`src/rtl/manchPkg.sv`:
```
package manchPkg;
  localparam int STATE_W = 4;

  typedef enum logic [STATE_W-1:0] {
    ST_BOUND_LO = 4'b0001,
    ST_ZERO_LO  = 4'b0010,
    ST_ZERO_HI  = 4'b0100,
    ST_ONE_HI   = 4'b1000
  } symState_t;

  typedef struct packed {
    logic levelHigh;
    logic seqFault;
  } ctlStrobe_t;
endpackage

```
`src/rtl/manchCtl.sv`:
```
module manchCtl
  import manchPkg::*;
(
  input  logic                clk,
  input  logic                clear,
  input  logic                dataIn,
  output logic [STATE_W-1:0]  stateQ,
  output ctlStrobe_t          strobe
);
  symState_t curState, nextState;
  logic      badInput;

  always_comb begin
    nextState = ST_BOUND_LO;
    badInput  = 1'b0;
    unique case (curState)
      ST_BOUND_LO, ST_ZERO_HI: nextState = dataIn ? ST_ONE_HI : ST_ZERO_LO;
      ST_ZERO_LO: begin
        nextState = ST_ZERO_HI;
        badInput  = dataIn;
      end
      ST_ONE_HI: begin
        nextState = ST_BOUND_LO;
        badInput  = ~dataIn;
      end
      default: nextState = ST_BOUND_LO;
    endcase
  end

  always_ff @(negedge clk) begin
    if (clear) curState <= ST_BOUND_LO;
    else       curState <= nextState;
  end

  always_comb begin
    strobe.levelHigh = (curState == ST_ZERO_HI) || (curState == ST_ONE_HI);
    strobe.seqFault  = badInput & ~clear;
  end

  assign stateQ = curState;
endmodule

```
`src/rtl/manchDp.sv`:
```
module manchDp
  import manchPkg::*;
(
  input  logic       clk,
  input  logic       clear,
  input  ctlStrobe_t strobe,
  output logic       lineOut,
  output logic       errFlag
);
  always_ff @(negedge clk) begin
    if (clear) errFlag <= 1'b0;
    else       errFlag <= strobe.seqFault;
  end

  assign lineOut = strobe.levelHigh;
endmodule

```
`src/rtl/manchesterEncoder.sv`:
```
module manchesterEncoder
  import manchPkg::*;
(
  input  logic clk,
  input  logic clear,
  input  logic dataIn,
  output logic lineOut,
  output logic seqErr
);
  logic [STATE_W-1:0] stateQ;
  ctlStrobe_t         ctlBus;

  manchCtl u_ctl (
    .clk    (clk),
    .clear  (clear),
    .dataIn (dataIn),
    .stateQ (stateQ),
    .strobe (ctlBus)
  );

  manchDp u_dp (
    .clk     (clk),
    .clear   (clear),
    .strobe  (ctlBus),
    .lineOut (lineOut),
    .errFlag (seqErr)
  );
endmodule

```
`config.mk`:
```
export PLATFORM = sky130hd
export DESIGN_NAME = manchesterEncoder
export DESIGN_NICKNAME = d
export VERILOG_FILES = /design/src/rtl/manchPkg.sv /design/src/rtl/manchCtl.sv /design/src/rtl/manchDp.sv /design/src/rtl/manchesterEncoder.sv
export SDC_FILE = /design/constraint.sdc
export NUM_CORES = 1
export LEC_CHECK = 0
export ABC_AREA = 1
export BUFFER_PORTS_ARGS = -buffer_cell sky130_fd_sc_hd__clkbuf_2
export CAP_MARGIN = 40
export CORE_AREA = 2 2 39 41
export DETAILED_ROUTE_END_ITERATION = 10
export DIE_AREA = 0 0 41 43
export GPL_ROUTABILITY_DRIVEN = 0
export HOLD_SLACK_MARGIN = 0.1
export PLACE_DENSITY_LB_ADDON = 0.05
export SYNTH_ARGS = -nofsm -noshare
export SYNTH_HDL_FRONTEND = slang
export SYNTH_HIERARCHICAL = 1
export SYNTH_SLANG_ARGS = --single-unit
```
`constraint.sdc`:
```
create_clock -name clk -period 1.25 [get_ports clk]
set_clock_uncertainty 0.1 [all_clocks]
set_input_delay 0.25 -clock clk [delete_from_list [all_inputs] [get_ports clk]]
set_output_delay 0.25 -clock clk [all_outputs]
set_load 0.01 [all_outputs]
```
==> impl_metrics.ini, run 1 <==
[drt]
vias = 260
final_antenna_net_count = 0
wl_per_cell_um = 7.30
drc = 0
first_iter_violations = 2
vias_per_cell = 3.77
dr.pass1.iters = 2
totalWireLength_um = 504

[worst_setup_path]
critPathLaunchType = flip-flop
crit-reg2reg-launch = u_ctl/stateQ[2]
critPathMaxFanout = 3
cp.required_ns = 0.90
path_delay_family = flip-flops
r2r_cells = 8
endpoint_kind = primary output
cp.arrival_ns = 1.63
slowest_stage = dfxtp_2
worstSetupPathType = reg -> out
slowest_delay_ns = 0.34
r2r_slack_ns = 0.12
timing.rr.end = u_ctl/stateQ[1]
crit_chain = inv_2 > nor2_2 > nand2_2 > nand2_1 > buf_2
crit_buf_inv = 2

[job]
drv_cap = 0

[placement]
place_area_um2 = 308
io_buffers = 4
dp_slack_ns = -0.469
placed_cells = 59
dp_hpwl_um = 363

[sta]
hold_violations = 0
worst_slack_ns = -0.735
relSlewSlack_pct = 89.9
setup_viol = 2
drv_slew = 0
setup_tns_ns = -1.16
rsz0062_at_grt = yes
tightest_slew_ns = 0.151

[floorplanning]
die_x_um = 41
initial_core_util_pct = 16.8
core-area_mm2 = 0.00138
die_y_um = 43
rows = 14
die_area_mm2 = 0.00176
io_pins = 5

[clock_network]
clockBufferDepth = 2
numCtsBuffers = 3
clk_latency_ns = 0.30
clock_sinks = 5
cts_tree = built
htree_levels = 1
clk_pin_slew_ns = 0.03
clock-root-buffer = clkbuf_4

[grt]
grt_pass1_vias = 272
grt_antenna_before_repair = 0
grt_max_degree = 4
track_usage_pct = 8.73
grt-ovfl-total = 0
grt_pass1_wl_um = 938

[logic_synthesis]
avgSynthCellArea_um2 = 6.65
synth_cell_types = 10
synth_cells = 35
yosysSeqAreaShare_pct = 43.0
yosys.area_share.simple_pct = 38.7
synth-xor-area-share_pct = 0
yosysWarnings = 6
syn_area_um2 = 233
synth_seq_cells = 5
synthMuxAreaShare_pct = 0
synth_compound_area_share_pct = 2.15
synth_top_family_by_area = simple AND/OR/NAND/NOR gates
synth_fa_ha_area_share_pct = 0
syn-num-nets = 38

[worst_hold_path]
holdPathEnd = u_ctl/stateQ[2]
hold_depth = 3
hp-class = reg -> reg
worstHoldStart = u_ctl/stateQ[2]

[power_and_ir_drop]
vdd.ir_drop.worst_mv = 0.422
leakagePower_uw = 0.000219
power.total_uw = 505
powerDensity_mw_per_mm2 = 1270

[finish]
layout_commonest_cell = inv_1
final_area_um2 = 397
diodes = 0
fin_nets = 57
layout-drive-gt1-share_pct = 56.6
fin_cells = 69
area_growth_syn_to_layout_pct = 70.4
final_cell_mix = 8 x inv_1, 6 x buf_4, 5 x nor2_1, 5 x nand2_1, 4 x dfxtp_2

[run_status]
status = finished, violations left
violations = setup timing
==> worst register-to-register path, stage by stage, from the launching register on <==
cell and delay (ns):
dfxtp_2 0.34, inv_2 0.04, nor2_2 0.10, nand2_2 0.07
buf_6 0.11, buf_6 0.11, nand2_2 0.05, nand2_2 0.06
nor2_1 0.08
==> per-layer routing <==
layer  vias up  wire, um  global-route usage [%]
met3         2        30                    5.76
met2         4       244                    10.6
met5         -         0                       0
li1        137         -                       -
met4         0        10                    11.3
met1       117       219                    8.01
==> cell families after synthesis <==
| group | count (synthesis) |
|---|---|
| buffers and inverters | 9 |
| AOI/OAI and AO/OA | 1 |
| and+or+nand+nor | 20 |
| DFF | 5 |
==> stage by stage <==
stage	util [%]	hold WS (ns)
4_1_cts	31.1	0.517
3_5_place_dp	22.2	0.508
3_3_place_gp	22.2	0.514
5_1_grt	28.7	0.558
2_1_floorplan	-	0.402
6_report	28.7	0.517
==> Yosys cell counts <==
library cell / n / share of area, %
inv_1: 8 / 13
nand2_1: 7 / 11
nor2_1: 6 / 9.7
dfxtp_1: 5 / 43
nor2_2: 3 / 8.1
nand3_1: 2 / 4.3
buf_4: 1 / 3.2
nand2_2: 1 / 2.7
nand4_1: 1 / 2.7
o21ai_1: 1 / 2.1
==> sequential cells by signal, summed over array words and instances (netlist names) <==
register / count
u_ctl/stateQ: 4
u_dp/errFlag: 1
==> worst max path at each step <==
| stage | start | endpoint | slack (ns) | cells past startpoint |
|---|---|---|---|---|
| floorplan | u_ctl/stateQ[3] | lineOut | -0.40 | 5 |
| CTS | u_ctl/stateQ[3] | lineOut | -0.74 | 5 |
| detailed placement | u_ctl/stateQ[3] | lineOut | -0.47 | 5 |
| global placement | u_ctl/stateQ[3] | lineOut | -0.46 | 5 |
| global route | u_ctl/stateQ[2] | lineOut | -0.82 | 5 |
| finish | u_ctl/stateQ[2] | lineOut | -0.73 | 5 |
==> where the power goes <==
part / leakage, uW / switching (uW) / internal, uW / total (uW)
Combinational: 0.000130 / 43.4 / 44.5 / 87.9
Sequential: 0.0000427 / 11.3 / 174 / 185
Clock: 0.0000458 / 97.3 / 134 / 231
==> cell type report <==
type	count	area [um2]
Fill cell	161	987
Multi-Input combinational cell	21	108
Sequential cell	5	105
Timing Repair Buffer	12	93.8
Inverter	6	25.0
Clock buffer	3	22.5
Clock inverter	6	22.5
Tap cell	16	20.0
==> repair_timing <==
action                     CTS  global route
gates resized for setup      6             7
hold buffers                 0             0
setup buffers               10             0
setup endpoints to repair    2             5
pin swaps                    3             6
No activity file was read; power rests on OpenSTA's default activity.
==> run 2, diff against run 1 <==
- SKIP_LAST_GASP: unset -> 1
- TNS_END_PERCENT: unset -> 50
==> run 2 against run 1 <==
Against the previous run:
- the run still ends with setup timing left
- via count fell by 1.2%
- non-clock buffer count rose by 1
- global-route usage grew 0.42 points
- routed wire length grew 4.4%
- sequential power about the same
- worst hold slack lost 0.0094 ns
- flip-flop and latch count is the same
- critical path depth stayed put
- cell area fell by 3.5%
- critical path type unchanged
- largest cell class is now sequential cells
==> impl_metrics.ini, run 2 (synthesis results as in run 1) <==
[worst_setup_path]
crit_path_frequent_cell = nand2_1
cp.required_ns = 0.90
critPathLaunchType = flip-flop
crit_chain = inv_2 > nor2_2 > nand2_1 > nand2_1 > buf_2
slowest_delay_ns = 0.36
critPathMaxFanout = 3
r2r_cells = 8
worstSetupPathType = reg -> out
cp.arrival_ns = 1.66
slowest_stage = dfxtp_4
endpoint_kind = primary output

[sta]
setup_tns_ns = -1.19
relSlewSlack_pct = 89.0
tightest_slew_ns = 0.165
rsz0062_at_grt = yes
setup_viol = 2
worst_slack_ns = -0.755
hold_violations = 0
drv_slew = 0

[grt]
grt_max_degree = 4
track_usage_pct = 9.15
grt-ovfl-total = 0
grt_antenna_before_repair = 0
grt_pass1_wl_um = 986
grt_pass1_vias = 258

[drt]
wl_per_cell_um = 7.51
wl_met3_um = 29
vias_per_cell = 3.67
totalWireLength_um = 526
vias = 257
dr.max_layer_used = met3
first_iter_violations = 7
wl_met2_um = 269
drt-met1-wl_um = 228
final_antenna_net_count = 0
dr.pass1.iters = 4
drc = 0

[floorplanning]
io_pins = 5
core-area_mm2 = 0.00138
rows = 14
die_area_mm2 = 0.00176
die_x_um = 41
die_y_um = 43
initial_core_util_pct = 16.8

[finish]
layout_commonest_cell = inv_1
diodes = 0
largest_reg_flops = 4
fin_nets = 58
final_cell_mix = 10 x inv_1, 9 x buf_4, 7 x nand2_1, 5 x nor2_1
layout-drive-gt1-share_pct = 46.3
fin_cells = 70
area_growth_syn_to_layout_pct = 64.5

[placement]
io_buffers = 4
dp_hpwl_um = 397
placed_cells = 60

[run_status]
violations = setup timing
status = finished, violations left

[power_and_ir_drop]
power.total_uw = 503
vdd.ir_drop.worst_mv = 0.360
leakagePower_uw = 0.000219
powerDensity_mw_per_mm2 = 1310

[clock_network]
cts_tree = built
clock_sinks = 5
htree_levels = 1
clk_pin_slew_ns = 0.03
clock-root-buffer = clkbuf_4
clockBufferDepth = 2
clk_latency_ns = 0.30
numCtsBuffers = 3

[job]
drv_cap = 0

[worst_hold_path]
hp-class = reg -> reg
hold_depth = 3
## run 2: cell types whose count changed in the layout (fill, tap and decap cells not counted), sizes merged
cell	delta
clkbuf	+1
## run 2: critical path, delay by kind of cell (launching register included)
kind | cells | cell delay (ns)
simple gates | 3 | 0.22
flops | 1 | 0.36
buf+inv | 2 | 0.16
## run 2: cell type report
cell class,count,area [um2]
Clock inverter,6,22.5
Fill cell,159,1000
Timing Repair Buffer,13,87.6
Multi-Input combinational cell,21,103
Inverter,6,22.5
Tap cell,16,20.0
Sequential cell,5,105
Clock buffer,3,22.5
## run 2: final timing paths
kind / startpoint / endpoint / slack [ns]
worst max-delay path: u_ctl/stateQ[3] / lineOut / -0.76
worst min-delay path: u_ctl/stateQ[0] / u_ctl/stateQ[2] / 0.51
worst max register to register: u_ctl/stateQ[2] / u_ctl/stateQ[3] / 0.08
worst min register to register: u_ctl/stateQ[0] / u_ctl/stateQ[2] / 0.51
## run 2: power by group
| part | internal (uW) | switching (uW) |
|---|---|---|
| Clock | 134 | 101 |
| Sequential | 173 | 9.70 |
| Combinational | 44.4 | 40.2 |
| Total | 351 | 151 |
## run 2: per-stage QoR
| stage | setup slack (ns) | utilization (%) | hold WS, ns | instance area, um2 |
|---|---|---|---|---|
| 3_3_place_gp | -0.457 | 22.5 | 0.516 | 312 |
| 3_5_place_dp | -0.451 | 22.5 | 0.522 | 312 |
| 4_1_cts | -0.759 | 26.0 | 0.517 | 360 |
| 2_1_floorplan | -0.401 | - | 0.402 | 234 |
| 5_1_grt | -0.833 | 27.7 | 0.560 | 383 |
| 6_report | -0.755 | 27.7 | 0.508 | 383 |
## run 2: routing by layer
metal	track usage [%]	vias to the layer above
met5	0	-
met4	8.67	0
met3	6.28	0
met2	10.6	4
met1	10.3	114
li1	-	139
## run 2: repair_timing
item / 4_1_cts / 5_1_grt
hold buffers: 0 / 0
pin swaps: 2 / 2
buffers inserted: 1 / 2
endpoints found under the setup margin: 2 / 2
resized for setup: 2 / 5
